[config.mk]
export PLATFORM = sky130hd
export DESIGN_NAME = pgwalk_top
export DESIGN_NICKNAME = d
export VERILOG_FILES = /design/src/rtl/pw_pkg.sv /design/src/rtl/pw_index_unit.sv /design/src/rtl/pw_entry_addr.sv /design/src/rtl/pw_entry_decode.sv /design/src/rtl/pw_fsm.sv /design/src/rtl/pgwalk_top.sv
export SDC_FILE = /design/constraint.sdc
export NUM_CORES = 1
export LEC_CHECK = 0
export BUFFER_PORTS_ARGS = -buffer_cell sky130_fd_sc_hd__buf_4
export CORE_MARGIN = 8
export CORE_UTILIZATION = 55
export DETAILED_ROUTE_END_ITERATION = 10
export GPL_TIMING_DRIVEN = 0
export PLACE_DENSITY = 0.84
export SYNTH_ARGS = -nofsm -noshare
export SYNTH_HDL_FRONTEND = slang
export SYNTH_HIERARCHICAL = 1
export SYNTH_SLANG_ARGS = --single-unit
[constraint.sdc]
create_clock -name clk -period 3.9 [get_ports clk]
set_input_delay 0.585 -clock clk [delete_from_list [all_inputs] [get_ports clk]]
set_output_delay 0.585 -clock clk [all_outputs]
set_load 0.01 [all_outputs]
[src/rtl/pw_pkg.sv]
package pw_pkg;
  typedef enum logic [2:0] {
    ST_IDLE    = 3'd0,
    ST_READ_L1 = 3'd1,
    ST_WAIT_L1 = 3'd2,
    ST_READ_L2 = 3'd3,
    ST_WAIT_L2 = 3'd4,
    ST_DONE    = 3'd5,
    ST_FAULT   = 3'd6
  } walk_state_e;

  typedef enum logic [1:0] {
    FLT_NONE  = 2'd0,
    FLT_RANGE = 2'd1,
    FLT_OUTER = 2'd2,
    FLT_INNER = 2'd3
  } fault_e;
endpackage

[src/rtl/pw_index_unit.sv]
module pw_index_unit #(
  parameter int IDX_W = 10,
  parameter int OFF_W = 12
) (
  input  logic [2*IDX_W+OFF_W-1:0] vaddr,
  input  logic [IDX_W:0]           tbl_len,
  output logic [IDX_W-1:0]         outer_idx,
  output logic [IDX_W-1:0]         inner_idx,
  output logic [OFF_W-1:0]         page_off,
  output logic                     out_of_range
);
  localparam int VA_W = 2*IDX_W + OFF_W;

  // field split, outer index in the top bits
  assign outer_idx    = vaddr[VA_W-1 -: IDX_W];
  assign inner_idx    = vaddr[OFF_W +: IDX_W];
  assign page_off     = vaddr[OFF_W-1:0];
  assign out_of_range = ({1'b0, outer_idx} >= tbl_len);
endmodule

[src/rtl/pw_entry_addr.sv]
module pw_entry_addr #(
  parameter int IDX_W  = 10,
  parameter int PA_W   = 32,
  parameter int ENT_SH = 2
) (
  input  logic [PA_W-1:0]  tbl_base,
  input  logic [IDX_W-1:0] idx,
  output logic [PA_W-1:0]  entry_addr
);
  logic [PA_W-1:0] idx_ext;
  assign idx_ext    = PA_W'(idx);
  assign entry_addr = tbl_base + (idx_ext << ENT_SH);
endmodule

[src/rtl/pw_entry_decode.sv]
module pw_entry_decode #(
  parameter int ENTRY_W = 32,
  parameter int OFF_W   = 12,
  parameter int FRAME_W = 20
) (
  input  logic [ENTRY_W-1:0]       entry,
  output logic                     present,
  output logic [FRAME_W-1:0]       frame,
  output logic [FRAME_W+OFF_W-1:0] frame_base
);
  logic unused_entry_bits;

  assign present           = entry[0];
  assign frame             = entry[OFF_W +: FRAME_W];
  assign frame_base        = {frame, {OFF_W{1'b0}}};
  assign unused_entry_bits = ^entry;
endmodule

[src/rtl/pw_fsm.sv]
module pw_fsm
  import pw_pkg::*;
#(
  parameter int IDX_W   = 10,
  parameter int OFF_W   = 12,
  parameter int FRAME_W = 20
) (
  input  logic                     clk,
  input  logic                     rst,
  input  logic                     req_valid,
  input  logic                     req_out_of_range,
  input  logic [IDX_W-1:0]         req_inner_idx,
  input  logic [OFF_W-1:0]         req_page_off,
  input  logic [FRAME_W+OFF_W-1:0] l1_addr,
  input  logic [FRAME_W+OFF_W-1:0] l2_addr,
  input  logic                     mem_rvalid,
  input  logic                     ent_present,
  input  logic [FRAME_W-1:0]       ent_frame,
  output logic [IDX_W-1:0]         inner_idx_q,
  output logic                     req_ready,
  output logic                     mem_req,
  output logic [FRAME_W+OFF_W-1:0] mem_addr,
  output logic                     rsp_valid,
  output logic [1:0]               rsp_fault_code,
  output logic [FRAME_W+OFF_W-1:0] rsp_paddr
);
  localparam int PA_W = FRAME_W + OFF_W;

  walk_state_e      state;
  fault_e           code_q;
  logic [OFF_W-1:0] off_q;
  logic [PA_W-1:0]  addr_q;
  logic [PA_W-1:0]  paddr_q;

  always_ff @(posedge clk) begin
    if (rst) begin
      state       <= ST_IDLE;
      code_q      <= FLT_NONE;
      off_q       <= '0;
      inner_idx_q <= '0;
      addr_q      <= '0;
      paddr_q     <= '0;
    end else begin
      case (state)
        ST_IDLE: begin
          if (req_valid) begin
            inner_idx_q <= req_inner_idx;
            off_q       <= req_page_off;
            paddr_q     <= '0;
            if (req_out_of_range) begin
              code_q <= FLT_RANGE;
              state  <= ST_FAULT;
            end else begin
              code_q <= FLT_NONE;
              addr_q <= l1_addr;
              state  <= ST_READ_L1;
            end
          end
        end
        ST_READ_L1: state <= ST_WAIT_L1;
        ST_WAIT_L1: begin
          if (mem_rvalid) begin
            if (ent_present) begin
              addr_q <= l2_addr;
              state  <= ST_READ_L2;
            end else begin
              code_q <= FLT_OUTER;
              state  <= ST_FAULT;
            end
          end
        end
        ST_READ_L2: state <= ST_WAIT_L2;
        ST_WAIT_L2: begin
          if (mem_rvalid) begin
            if (ent_present) begin
              paddr_q <= {ent_frame, off_q};
              state   <= ST_DONE;
            end else begin
              code_q <= FLT_INNER;
              state  <= ST_FAULT;
            end
          end
        end
        default: state <= ST_IDLE;
      endcase
    end
  end

  assign req_ready      = (state == ST_IDLE);
  assign mem_req        = (state == ST_READ_L1) || (state == ST_READ_L2);
  assign mem_addr       = addr_q;
  assign rsp_valid      = (state == ST_DONE) || (state == ST_FAULT);
  assign rsp_fault_code = code_q;
  assign rsp_paddr      = paddr_q;

  a_r8_req_single_pulse: assert property (@(posedge clk) disable iff (rst)
    mem_req |=> !mem_req);

  a_r8_no_req_while_idle: assert property (@(posedge clk) disable iff (rst)
    req_ready |-> !mem_req);

  a_r2_range_without_read: assert property (@(posedge clk) disable iff (rst)
    (rsp_valid && rsp_fault_code == 2'd1) |-> $past(state) == ST_IDLE);

  a_r5_outer_fault_after_read: assert property (@(posedge clk) disable iff (rst)
    (rsp_valid && rsp_fault_code == 2'd2) |-> $past(state) == ST_WAIT_L1);

  a_r6_inner_fault_after_read: assert property (@(posedge clk) disable iff (rst)
    (rsp_valid && rsp_fault_code == 2'd3) |-> $past(state) == ST_WAIT_L2);

  a_r9_rsp_one_cycle: assert property (@(posedge clk) disable iff (rst)
    rsp_valid |=> (!rsp_valid && req_ready));

  a_r7_fault_clears_paddr: assert property (@(posedge clk) disable iff (rst)
    (rsp_valid && rsp_fault_code != 2'd0) |-> rsp_paddr == '0);
endmodule

[src/rtl/pgwalk_top.sv]
module pgwalk_top #(
  parameter int IDX_W   = 10,
  parameter int OFF_W   = 12,
  parameter int FRAME_W = 20,
  parameter int ENTRY_W = 32
) (
  input  logic                     clk,
  input  logic                     rst,
  input  logic                     req_valid,
  output logic                     req_ready,
  input  logic [2*IDX_W+OFF_W-1:0] req_vaddr,
  input  logic [FRAME_W+OFF_W-1:0] tbl_base,
  input  logic [IDX_W:0]           tbl_len,
  output logic                     rsp_valid,
  output logic [1:0]               rsp_fault_code,
  output logic [FRAME_W+OFF_W-1:0] rsp_paddr,
  output logic                     mem_req,
  output logic [FRAME_W+OFF_W-1:0] mem_addr,
  input  logic                     mem_rvalid,
  input  logic [ENTRY_W-1:0]       mem_rdata
);
  localparam int PA_W   = FRAME_W + OFF_W;
  localparam int ENT_SH = $clog2(ENTRY_W / 8);

  logic [IDX_W-1:0] outer_idx, inner_idx, inner_idx_q;
  logic [OFF_W-1:0] page_off;
  logic             out_of_range;
  logic [PA_W-1:0]  l1_addr, l2_addr, next_base;
  logic             ent_present;
  logic [FRAME_W-1:0] ent_frame;

  pw_index_unit #(.IDX_W(IDX_W), .OFF_W(OFF_W)) u_index (
    .vaddr(req_vaddr), .tbl_len(tbl_len), .outer_idx(outer_idx),
    .inner_idx(inner_idx), .page_off(page_off), .out_of_range(out_of_range)
  );

  pw_entry_addr #(.IDX_W(IDX_W), .PA_W(PA_W), .ENT_SH(ENT_SH)) u_l1_addr (
    .tbl_base(tbl_base), .idx(outer_idx), .entry_addr(l1_addr)
  );

  pw_entry_decode #(.ENTRY_W(ENTRY_W), .OFF_W(OFF_W), .FRAME_W(FRAME_W)) u_decode (
    .entry(mem_rdata), .present(ent_present), .frame(ent_frame), .frame_base(next_base)
  );

  pw_entry_addr #(.IDX_W(IDX_W), .PA_W(PA_W), .ENT_SH(ENT_SH)) u_l2_addr (
    .tbl_base(next_base), .idx(inner_idx_q), .entry_addr(l2_addr)
  );

  pw_fsm #(.IDX_W(IDX_W), .OFF_W(OFF_W), .FRAME_W(FRAME_W)) u_fsm (
    .clk(clk), .rst(rst), .req_valid(req_valid), .req_out_of_range(out_of_range),
    .req_inner_idx(inner_idx), .req_page_off(page_off), .l1_addr(l1_addr),
    .l2_addr(l2_addr), .mem_rvalid(mem_rvalid), .ent_present(ent_present),
    .ent_frame(ent_frame), .inner_idx_q(inner_idx_q), .req_ready(req_ready),
    .mem_req(mem_req), .mem_addr(mem_addr), .rsp_valid(rsp_valid),
    .rsp_fault_code(rsp_fault_code), .rsp_paddr(rsp_paddr)
  );
endmodule

==> flow_metrics.env <==
export IMPL_status="finished, final reports clean"
export IMPL_critPathSlowestCell="a221oi_4"
export IMPL_final_hold_viol_count=0
export IMPL_synth_common_cells="101 x nand2_1, 93 x buf_4, 91 x dfxtp_1"
export IMPL_p_total_w=0.004821
export IMPL_crit_type="in -> reg"
export IMPL_grt_setup_unrepaired="false"
export IMPL_synth_compound_area_share_pct=17.79
export IMPL_cap_violations=0
export IMPL_endpoint_kind="register"
export IMPL_p_sw_w=0.002059
export IMPL_clk_latency_ps=340
export IMPL_path_max_fanout=10
export IMPL_root_buffer="clkbuf_16"
export IMPL_pwr_share_comb_pct=53.6
export IMPL_slowest_delay_ps=570
export IMPL_synthSimpleGateAreaFrac_pct=20.23
export IMPL_syn_to_final_growth_pct=22.12
export IMPL_avgViaCountPerCell=5.298
export IMPL_synthMuxAreaShare_pct=4.919
export IMPL_fin_skew_ps=12.69
export IMPL_routed_wl_microns=16780
export IMPL_dpl_hpwl_microns=13430
export IMPL_antenna_cells=0
export IMPL_relSlewSlack_pct=43.40
export IMPL_ys_ff_latch=91
export IMPL_overflow=0
export IMPL_seqPwrFrac_pct=28.2
export IMPL_final_util_pct=69.34
export IMPL_period_needed_ps=2699
export IMPL_required_ps=4160
export IMPL_dr_pass1_iters=4
export IMPL_critical_path_top_delay_family="compound AO/OA/AOI/OAI gates"
export IMPL_synth_top_family_by_area="simple AND/OR/NAND/NOR gates"
export IMPL_path_cells="buf_4, inv_1, ha_1, a21oi_1, o21ai_1, a31oi_1, o32ai_1, or2_1, a221oi_4, buf_6, nor2_1, a211oi_2"
export IMPL_synthAdderAreaFrac_pct=6.380
export IMPL_antenna_found_initial=0
export IMPL_initial_core_util_pct=56.78
export IMPL_post_drt_wl_per_cell_microns=15.41
export IMPL_ctsLongestPathBuffers=2
export IMPL_postRouteAntennaNets=0
export IMPL_nNetsFinal=1084
export IMPL_grt_pass1_wl_microns=27230
export IMPL_tightest_slew_ps=849.0
export IMPL_yosysSeqAreaShare_pct=27.98
export IMPL_post_cts_buffers=0
export IMPL_cts_sinks=91
export IMPL_power_share_clock_pct=18.1
export IMPL_dr_total_vias=5770
export IMPL_grt_max_degree=20
export IMPL_netlist_instances=797
export IMPL_die_h_microns=124.8
export IMPL_fmax_mhz=370.5
export IMPL_min_period_over_period_pct=69.20
export IMPL_fin_cells=1089
export IMPL_leakage_nw=3.408
export IMPL_grt_pass1_vias=5664
export IMPL_synth_area_top_cells="dfxtp_1 28%, buf_4 11%, a21oi_1 5.9%, nand2_1 5.8%, ha_1 5.8%"
export IMPL_dieArea_sq_mm=0.01558
export IMPL_yosysTopAreaCell="dfxtp_1"
export IMPL_drtIter0Drc=308
export IMPL_critPathBufInv=3
export IMPL_synth_edf_count=0
export IMPL_grt_use_total_pct=20.97
export IMPL_ioPinCount=180
export IMPL_cts_tree="done"
export IMPL_p_per_area_mw_per_mm2=606.3
export IMPL_cts_buffers=9
export IMPL_core_sq_mm=0.01147
export IMPL_yosys_warnings=6
export IMPL_drive_above_1_share_pct=30.34
export IMPL_setup_worst_path_start_class="input pin"
export IMPL_die_x_microns=124.8
export IMPL_synth_most_common_cell="nand2_1"
export IMPL_drc=0
export IMPL_ir_drop_mv=0.4702
export IMPL_ctsHoldBuffers=0
export IMPL_htree_levels=3
export IMPL_hold_path_class="reg -> reg"
export IMPL_synth_cell_types=60
export IMPL_cp_arrival_ps=2960
export IMPL_synth_top_cell_area_share_pct=27.98
export IMPL_drv_slew=0
export IMPL_cts_resized=0
export IMPL_p_int_w=0.002762
export IMPL_synth_async_reset_ratio_pct=0
export IMPL_dp_cells=1073
export IMPL_io_buffers=122
export IMPL_syn_area_per_cell_sq_um=8.170
export IMPL_yosys_most_used_dff="dfxtp_1"
export IMPL_synth_xor_area_share_pct=7.398
export IMPL_switching_share_pct=42.71
export IMPL_clk_pin_slew_ps=80
export IMPL_routabilityCongestion=0.8655
export IMPL_tns_ps=0
export IMPL_setup_viol=0
export IMPL_fp_row_count=39
export IMPL_netlist_area_sq_mm=0.006511
==> power groups by stage <==
stage | registers [W] | logic [W] | clock network, W
2_1_floorplan | 0.00144 | 0.00170 | 0
3_3_place_gp | 0.00137 | 0.00252 | 0
3_5_place_dp | 0.00138 | 0.00256 | 0
4_1_cts | 0.00136 | 0.00258 | 0.000893
5_1_grt | 0.00139 | 0.00283 | 0.000940
6_report | 0.00136 | 0.00259 | 0.000874
==> cell families (layout without fill, tap and decap cells) <==
family | Yosys count | after routing
other | 1 | 12
muxes | 32 | 32
buffers and inverters | 158 | 296
adders and majority gates | 32 | 32
xor gates and xnor gates | 55 | 55
DFF | 91 | 91
AOI/OAI and AO/OA | 157 | 157
and+or+nand+nor | 271 | 271
==> worst min-delay path, delay by kind of cell (launching register included) <==
kind,cells,cell delay [ps]
and+or+nand+nor,1,50
DFF,1,310
AOI/OAI and AO/OA,1,50
==> path summary, 6_finish.rpt <==
path                  startpoint                   end  slack (ps)  cells past startpoint
max                   tbl_len[2]    u_fsm/mem_addr[17]        1200                     12
max reg2reg       u_fsm/state[2]  u_fsm/inner_idx_q[5]        1920                      6
min          u_fsm/rsp_paddr[27]   u_fsm/rsp_paddr[27]         460                      2
min reg2reg  u_fsm/rsp_paddr[27]   u_fsm/rsp_paddr[27]         460                      2
==> layout make-up <==
cell class                      count  area, sq um
Clock buffer                        9        225.2
Sequential cell                    91         1822
Clock inverter                      7        78.83
Buffer                            136        909.6
Multi-Input combinational cell    559         3739
Tap cell                          143        178.9
Timing Repair Buffer              122        915.9
Fill cell                         996         3516
Inverter                           22        82.58
==> registers in the layout, summed over array words and instances (netlist names) <==
register / cells
u_fsm/rsp_paddr: 32
u_fsm/mem_addr: 32
u_fsm/off_q: 12
u_fsm/rsp_fault_code: 2
u_fsm/state: 3
u_fsm/inner_idx_q: 10
==> layout by cell type (no fill, tap or decap), types with 4 or more instances in the layout <==
cell	synthesis	routed
a211oi_1	6	6
a211oi_2	28	28
a21o_1	9	9
a21oi_1	77	77
a31oi_1	4	4
and2_1	4	4
and4_1	6	6
buf_2	10	10
buf_4	93	215
buf_6	5	5
clkbuf_1	27	27
clkbuf_16	0	9
conb_1	1	12
dfxtp_1	91	91
ha_1	30	30
inv_1	22	22
inv_8	0	4
mux2i_1	32	32
nand2_1	101	101
nand2b_1	5	5
nand3_1	44	44
nand4_1	14	14
nor2_1	56	56
nor2b_1	4	4
nor3_1	10	10
o21ai_0	8	8
o21ai_1	4	4
xnor2_1	32	32
xor2_1	23	23
==> stage by stage <==
| step | worst slack, ps | instance area [sq um] | hold slack (ps) |
|---|---|---|---|
| 2_1_floorplan | 1293 | 6553 | 436.6 |
| 3_3_place_gp | 865.3 | 7647 | 440.2 |
| 3_5_place_dp | 858.5 | 7647 | 446.7 |
| 4_1_cts | 1187 | 7951 | 456.0 |
| 5_1_grt | 987.9 | 7951 | 470.4 |
| 6_report | 1201 | 7951 | 455.5 |
==> layer usage <==
metal	GRT usage, %	wire length (microns)	vias up
li1	-	-	2943
met1	24.33	7174	2671
met2	36.21	8283	135
met3	5.447	983	21
met4	7.725	343	0
met5	0	0	-
No activity file was read; power rests on OpenSTA's default activity.
